File: src/rtl/tlq_pkg.sv
package tlq_pkg;
  typedef enum logic [1:0] {
    LVL_LOW  = 2'b00,
    LVL_HIGH = 2'b01,
    LVL_MID  = 2'b10
  } level_e;
endpackage

File: src/rtl/tlq_sync.sv
module tlq_sync #(
  parameter int STAGES = 2
) (
  input  logic       clk,
  input  logic       rst,
  input  logic [1:0] d_i,
  output logic [1:0] q_o
);
  // one register per stage; reset value 00 decodes as the middle window
  for (genvar i = 0; i < STAGES; i++) begin : g_stage
    logic [1:0] q;
    if (i == 0) begin : g_first
      always_ff @(posedge clk) begin
        if (rst) q <= 2'b00;
        else     q <= d_i;
      end
    end else begin : g_next
      always_ff @(posedge clk) begin
        if (rst) q <= 2'b00;
        else     q <= g_stage[i-1].q;
      end
    end
  end

  assign q_o = g_stage[STAGES-1].q;
endmodule

File: src/rtl/tlq_dwell.sv
module tlq_dwell
  import tlq_pkg::*;
#(
  parameter int LIMIT = 34,
  localparam int CW = $clog2(LIMIT + 1)
) (
  input  logic          clk,
  input  logic          rst,
  input  logic          clr,
  input  level_e        sample_i,
  output logic [CW-1:0] run_len_o
);
  localparam logic [CW-1:0] LIM = CW'(LIMIT);
  localparam logic [CW-1:0] ONE = CW'(1);

  level_e        tgt_q;
  logic [CW-1:0] cnt_q;

  // consecutive edges, this one included, with the same raw level; saturates
  always_comb begin
    if (sample_i != tgt_q)  run_len_o = ONE;
    else if (cnt_q == LIM)  run_len_o = LIM;
    else                    run_len_o = cnt_q + ONE;
  end

  always_ff @(posedge clk) begin
    if (rst || clr) begin
      tgt_q <= LVL_MID;
      cnt_q <= '0;
    end else begin
      tgt_q <= sample_i;
      cnt_q <= run_len_o;
    end
  end


  run_len_nonzero_chk: assert property (@(posedge clk) disable iff (rst)
    run_len_o != '0);

  run_len_bound_chk: assert property (@(posedge clk) disable iff (rst)
    run_len_o <= LIM);
endmodule

File: src/rtl/tlq_classify.sv
module tlq_classify
  import tlq_pkg::*;
#(
  parameter int ENTER_CYC = 34,
  parameter int EXIT_CYC  = 9,
  parameter int CW        = 6
) (
  input  logic          clk,
  input  logic          rst,
  input  logic          en,
  input  level_e        raw_i,
  input  logic [CW-1:0] run_len_i,
  output level_e        state_o
);
  localparam logic [CW-1:0] ENTER_L = CW'(ENTER_CYC);
  localparam logic [CW-1:0] EXIT_L  = CW'(EXIT_CYC);

  level_e state_q, state_d;

  always_comb begin
    state_d = state_q;
    if (raw_i == LVL_MID) begin
      if (state_q != LVL_MID && run_len_i >= ENTER_L) state_d = LVL_MID;
    end else if (state_q == LVL_MID) begin
      if (run_len_i >= EXIT_L) state_d = raw_i;
    end else begin
      state_d = raw_i;
    end
  end

  always_ff @(posedge clk) begin
    if (rst || !en) state_q <= LVL_MID;
    else            state_q <= state_d;
  end

  assign state_o = state_q;


  reset_mid_chk: assert property (@(posedge clk) rst |=> state_q == LVL_MID);

  disable_mid_chk: assert property (@(posedge clk) disable iff (rst)
    !en |=> state_q == LVL_MID);

  direct_swap_chk: assert property (@(posedge clk) disable iff (rst)
    (en && state_q != LVL_MID && raw_i != LVL_MID && raw_i != state_q)
    |=> state_q == $past(raw_i));

  mid_holdoff_chk: assert property (@(posedge clk) disable iff (rst)
    (en && state_q != LVL_MID && raw_i == LVL_MID && run_len_i < ENTER_L)
    |=> state_q != LVL_MID);

  exit_wait_chk: assert property (@(posedge clk) disable iff (rst)
    (en && state_q == LVL_MID && raw_i != LVL_MID && run_len_i < EXIT_L)
    |=> state_q == LVL_MID);

  legal_code_chk: assert property (@(posedge clk)
    state_q inside {LVL_LOW, LVL_HIGH, LVL_MID});
endmodule

File: src/rtl/tri_level_qualifier.sv
module tri_level_qualifier
  import tlq_pkg::*;
#(
  parameter int SYNC_STAGES = 2,
  parameter int ENTER_CYC   = 34,
  parameter int EXIT_CYC    = 9
) (
  input  logic       clk,
  input  logic       rst,
  input  logic       en,
  input  logic       above_high,
  input  logic       below_low,
  output logic [1:0] level_o
);
  localparam int LIMIT = (ENTER_CYC > EXIT_CYC) ? ENTER_CYC : EXIT_CYC;
  localparam int CW    = $clog2(LIMIT + 1);

  logic [1:0]    flags_s;
  level_e        raw;
  logic [CW-1:0] run_len;
  level_e        state;

  tlq_sync #(.STAGES(SYNC_STAGES)) u_sync (
    .clk (clk),
    .rst (rst),
    .d_i ({above_high, below_low}),
    .q_o (flags_s)
  );

  // upper flag wins when both are set
  always_comb begin
    if (flags_s[1])      raw = LVL_HIGH;
    else if (flags_s[0]) raw = LVL_LOW;
    else                 raw = LVL_MID;
  end

  tlq_dwell #(.LIMIT(LIMIT)) u_dwell (
    .clk       (clk),
    .rst       (rst),
    .clr       (!en),
    .sample_i  (raw),
    .run_len_o (run_len)
  );

  tlq_classify #(.ENTER_CYC(ENTER_CYC), .EXIT_CYC(EXIT_CYC), .CW(CW)) u_classify (
    .clk       (clk),
    .rst       (rst),
    .en        (en),
    .raw_i     (raw),
    .run_len_i (run_len),
    .state_o   (state)
  );

  assign level_o = state;


  decode_prio_chk: assert property (@(posedge clk) disable iff (rst)
    flags_s[1] |-> raw == LVL_HIGH);
endmodule

File: config.mk
export PLATFORM = sky130hd
export DESIGN_NAME = tri_level_qualifier
export DESIGN_NICKNAME = d
export VERILOG_FILES = /design/src/rtl/tlq_pkg.sv /design/src/rtl/tlq_sync.sv /design/src/rtl/tlq_dwell.sv /design/src/rtl/tlq_classify.sv /design/src/rtl/tri_level_qualifier.sv
export SDC_FILE = /design/constraint.sdc
export NUM_CORES = 1
export LEC_CHECK = 0
export BUFFER_PORTS_ARGS = -buffer_cell sky130_fd_sc_hd__buf_2
export CORE_AREA = 2 2 39 41
export CTS_BUF_LIST = sky130_fd_sc_hd__clkbuf_4
export DETAILED_ROUTE_END_ITERATION = 16
export DIE_AREA = 0 0 41 43
export GPL_TIMING_DRIVEN = 0
export PLACE_DENSITY = 0.73
export REMOVE_ABC_BUFFERS = 1
export SYNTH_ARGS = -nofsm -noshare
export SYNTH_HDL_FRONTEND = slang
export SYNTH_SLANG_ARGS = --single-unit
export TNS_END_PERCENT = 50
File: constraint.sdc
create_clock -name clk -period 2.14 [get_ports clk]
set_input_delay 0.214 -clock clk [delete_from_list [all_inputs] [get_ports clk]]
set_output_delay 0.214 -clock clk [all_outputs]
set_load 0.01 [all_outputs]
# Word level (Yosys, flattened, before mapping)

Index checks and enable logic that the tools add are counted.

Reduce and logical (&&, ||, !) cells: 4
Magnitude comparators: 2
Muxes and demuxes: 8
$add $sub $neg: 1
Eq/ne operators: 7

Operators by type and width:

| kind                                                 | count |
|---|---|
| 2-to-1 mux 2 bit                                     | 6 |
| 2-to-1 mux 6 bit                                     | 2 |
| adder 6 x 1 -> 6 bit (second input constant)         | 1 |
| equality test 6 bit (second input constant)          | 1 |
| >= comparator 6 x 4 -> 1 bit (second input constant) | 1 |
| >= comparator 6 bit (second input constant)          | 1 |
| equality test 2 bit (second input constant)          | 2 |
| != test 2 bit (second input constant)                | 2 |
| != test 3 x 2 -> 1 bit (second input constant)       | 1 |
| != test 2 bit                                        | 1 |
| AND reduction 2 bit                                  | 1 |
| logical AND 1 bit                                    | 1 |
| logical NOT 1 bit                                    | 1 |
| logical OR 1 bit                                     | 1 |

Register bits after elaboration: 14
Input port bits: 5
Output and inout bits: 2

# Logic depth before layout (Yosys ltp)

Depth after elaboration: 8
Mapped depth: 7
Depth with buffers taken out: 7

# Cells and area by module

Synthesis repeated with hierarchy kept, for this count alone.

Cells, all modules: 68
Area, all modules: 638.1 um2

By module, submodules not included:

| module              | times used | seq. area each (um2) | cells each | area each (um2) |
|---|---|---|---|---|
| tlq_dwell           | 1          | 160.2                | 43         | 386.6 |
| tlq_classify        | 1          | 40.0                 | 15         | 138.9 |
| tlq_sync            | 1          | 80.1                 | 8          | 105.1 |
| tri_level_qualifier | 1          | 0.0                  | 2          | 7.5 |

# Least setup slack after synthesis

Ideal clock, no wire load.

Kind: flip-flop to flip-flop
Start: reg u_dwell.cnt_q[0]
End: reg u_classify.state_q[0] (netlist: u_classify.state_o[0])
Setup time: 59 ps
Arrival time: 1535 ps
Path buffers: 0
Slack: 546 ps
Cell stages (with the launch flop): 8
Clock period less this slack: 1594 ps
Data required time: 2081 ps
Cell sequence: dfxtp_1 -> ha_1 -> and2_2 -> a21oi_1 -> o211a_1 -> a21oi_1 -> mux2i_1 -> o311a_1

Longest elaborated chain between the ends: 7
Elaborated cells on any way between the ends: 10
Classes of those cells: 1 x add/sub; 2 x order compare; 3 x eq/ne; 2 x mux; 2 x reduce/logical

Ends and longest elaborated chain:

| what                                                               | line                             | text |
|---|---|---|
| start: declaration                                                 | tlq_dwell.sv:17                  | `logic [CW-1:0] cnt_q;` |
| start signal: assignment                                           | tlq_dwell.sv:32                  | `cnt_q <= run_len_o;` |
| adder 6 x 1 -> 6 bit / equality test 6 bit (equally long branches) | tlq_dwell.sv:23, tlq_dwell.sv:22 |  |
| 2-to-1 mux 6 bit *                                                 | tlq_dwell.sv:22                  | `else if (cnt_q == LIM) run_len_o = LIM;` |
| 2-to-1 mux 6 bit *                                                 | tlq_dwell.sv:21                  | `if (sample_i != tgt_q) run_len_o = ONE;` |
| >= comparator 6 bit                                                | tlq_classify.sv:23               | `if (state_q != LVL_MID && run_len_i >= ENTER_L) state_d = LVL_MID;` |
| logical AND 1 bit                                                  | tlq_classify.sv:23               |  |
| != test 2 bit (no source line)                                     | n/a                              |  |
| AND reduction 2 bit (no source line) *                             | n/a                              |  |
| end signal: assignment                                             | tlq_classify.sv:33               | `else state_q <= state_d;` |
| end: declaration                                                   | tlq_classify.sv:18               | `level_e state_q, state_d;` |

Every way passes the cells marked *; elsewhere a longest branch is shown, timed or not.
A chain may end at the register's enable or synchronous reset.

# Worst setup path after layout

Ends and elaborated chain as after synthesis.

==> flow_summary.toml <==
[synthesis]
synth_most_common_cell = "dfxtp_1"
ys_top_cells_by_count = "14 x dfxtp_1, 11 x nor2_1, 9 x nand2_1"
synth_top_family_by_area = "simple AND/OR/NAND/NOR gates"
synth_xor_area_share_pct = 5.128
synth_mux_area_share_pct = 1.465
yosysTopAreaCell = "dfxtp_1"
yosys_warnings = 0
syn_avg_cell_area_um2 = 8.434
synthCells = 81
yosysSeqAreaShare_pct = 41.03
ys.flop_type = "dfxtp_1"
yosys-top-cells-area = "dfxtp_1 41%, nor2_1 6.0%, nand2_1 4.9%"
ys_types = 29
async_reset_ff_share_pct = 0
ys_seq_elements = 14
synth_compound_area_share_pct = 18.86
syn_area_um2 = 683.2
yosysTopAreaCellShare_pct = 41.03
yosys.area_share.simple_pct = 28.75
synth_fa_ha_area_share_pct = 3.663
synth_edf_count = 0

[final_layout]
final_cells = 107
design_area_um2 = 759.5
area_delta_synth_final_pct = 11.17
nets = 99
fillers = 132
post-route-util_pct = 54.88
antenna_cells = 0
drive_gt1_share_pct = 16.48

[sta]
final.min_clock_period_ps = 1739
fmax_ghz = 0.5751
fin_crit_sh_pct = 81.25
timing.setup.tns_ps = 0
worst-slew-pin-transition_ps = 499.4
final-hold-violation-count = 0
drv_slew = 0
setup-violations-final = 0
worst_slack_ps = 401.3
fin_skew_ps = 3.349
rsz0062_at_grt = "no"
maxSlewHeadroom_pct = 66.64

[power]
power_density_nw_per_um2 = 605.3
p_leak_uw = 0.0003188
irDropWorstVdd_mv = 0.2909

[placed_design]
hpwl_um = 968.3
place_area_um2 = 733.2
dpl.cell_count = 103
routabilityCongestion = 0.8002
post-place-ws_ps = 401.3
port_buffers = 6

[setup_path]
critical_path_required_ps = 2370
r2r_setup_slack_ps = 400
cp_max_fo = 6
critPathKind = "reg -> reg"
cp-start-kind = "flop"
worst_ep_arrival_time_ps = 1970
cp-end-kind = "flop"

[cts]
tritoncts = "done"
clkSinkCount = 14
ctsLongestPathBuffers = 2
postCtsSetupBuffers = 0
clk_latency_ps = 280
ctsHoldBuffers = 0
ctsResizeCount = 0
clk_pin_slew_ps = 80
cts_buffers = 3
htreeDepth = 1
cts-root-buf = "clkbuf_4"

[grt]
track_usage_pct = 16.57
grt_pass1_vias = 486
grt.overflow.total = 0
antenna_found_initial = 0
grt_pass1_wl_um = 1959
grt_max_degree = 9

[worst_hold_path]
hold_path_class = "in -> reg"

[floorplanning]
die_y_um = 43
core_area_um2 = 1384
die_area_um2 = 1763
die_w_um = 41
num_io_pins = 7
rows = 14
start_util_pct = 49.37

[route]
drt_iter0_drc = 13
drcViolationCount = 0
viasPerCell = 5.495
avgRoutedWirePerCell_um = 11.71
routed_wl_um = 1253
vias = 588
ant_nets = 0
first_pass_iters = 4

[run]
cap_violations = 0

[status]
status = "finished clean"
-- worst max-delay path: stages (launching register included) --
cell	delay [ps]
dfxtp_1	430
ha_1	250
and2_2	170
a21oi_1	70
o211a_1	230
a21oi_1	170
mux2i_1	200
o311a_1	160
-- layout by cell type (no fill, tap or decap), types with 2 or more instances in the layout --
cell type,n
inv_1,2
buf_2,6
clkbuf_4,3
nor2b_1,5
nor2_1,11
a21oi_1,6
nand2_1,9
ha_1,2
dfxtp_1,14
o21ai_1,3
o21ai_0,5
nor3_1,2
and2_1,2
xor2_1,3
-- report_power, final --
part	internal [uW]	total, uW	switching (uW)
Clock	67.7	153	85.0
Sequential	267	272	5.51
Combinational	15.7	35.0	19.3
Total	350	460	110
-- layout make-up --
type | count | area [um2] | share of cell area [%]
Clock inverter | 1 | 3.754 | 0.4942
Sequential cell | 14 | 280.3 | 36.90
Inverter | 2 | 7.507 | 0.9885
Clock buffer | 3 | 22.52 | 2.965
Tap cell | 16 | 20.02 | 2.636
Multi-Input combinational cell | 65 | 395.4 | 52.06
Timing Repair Buffer | 6 | 30.03 | 3.954
-- through the flow --
step / hold WS (ps) / power [uW]
2_1_floorplan: 285.6 / 302.1
3_3_place_gp: 425.3 / 311.5
3_5_place_dp: 433.3 / 313.1
4_1_cts: 137.1 / 465.2
5_1_grt: 137.6 / 480.4
6_report: 139.1 / 459.8
-- registers in the layout, indices dropped and copies added, names as in the netlist --
signal              flops
u_dwell.tgt_q           2
u_dwell.cnt_q           6
u_sync.q_o              2
u_classify.state_o      2
u_sync.g_stage.q        2
-- final timing paths --
kind	cells after the start	to	startpoint
setup reg to reg	7	u_classify.state_o[0]	u_dwell.cnt_q[0]
hold / removal	2	u_sync.q_o[1]	rst
hold reg to reg	1	u_sync.q_o[1]	u_sync.g_stage[0].q[1]
setup / recovery	7	u_classify.state_o[0]	u_dwell.cnt_q[0]
-- logic make-up (layout without fill, tap and decap cells) --
kind of cell             Yosys count  in the layout
buffers and inverters              2             12
AO/OA/AOI/OAI                     20             20
AND/OR/NAND/NOR                   38             38
flip-flops                        14             14
adder cells (fa/ha/maj)            2              2
XOR/XNOR                           4              4
multiplexers                       1              1
-- routing by layer --
| metal | global-route usage [%] | share of wire (%) |
|---|---|---|
| met1 | 20.33 | 48 |
| met2 | 25.31 | 46 |
| met3 | 3.141 | 3.2 |
| met4 | 10.00 | 2.0 |
| met5 | 0 | 0 |
No activity file was read; power rests on OpenSTA's default activity.
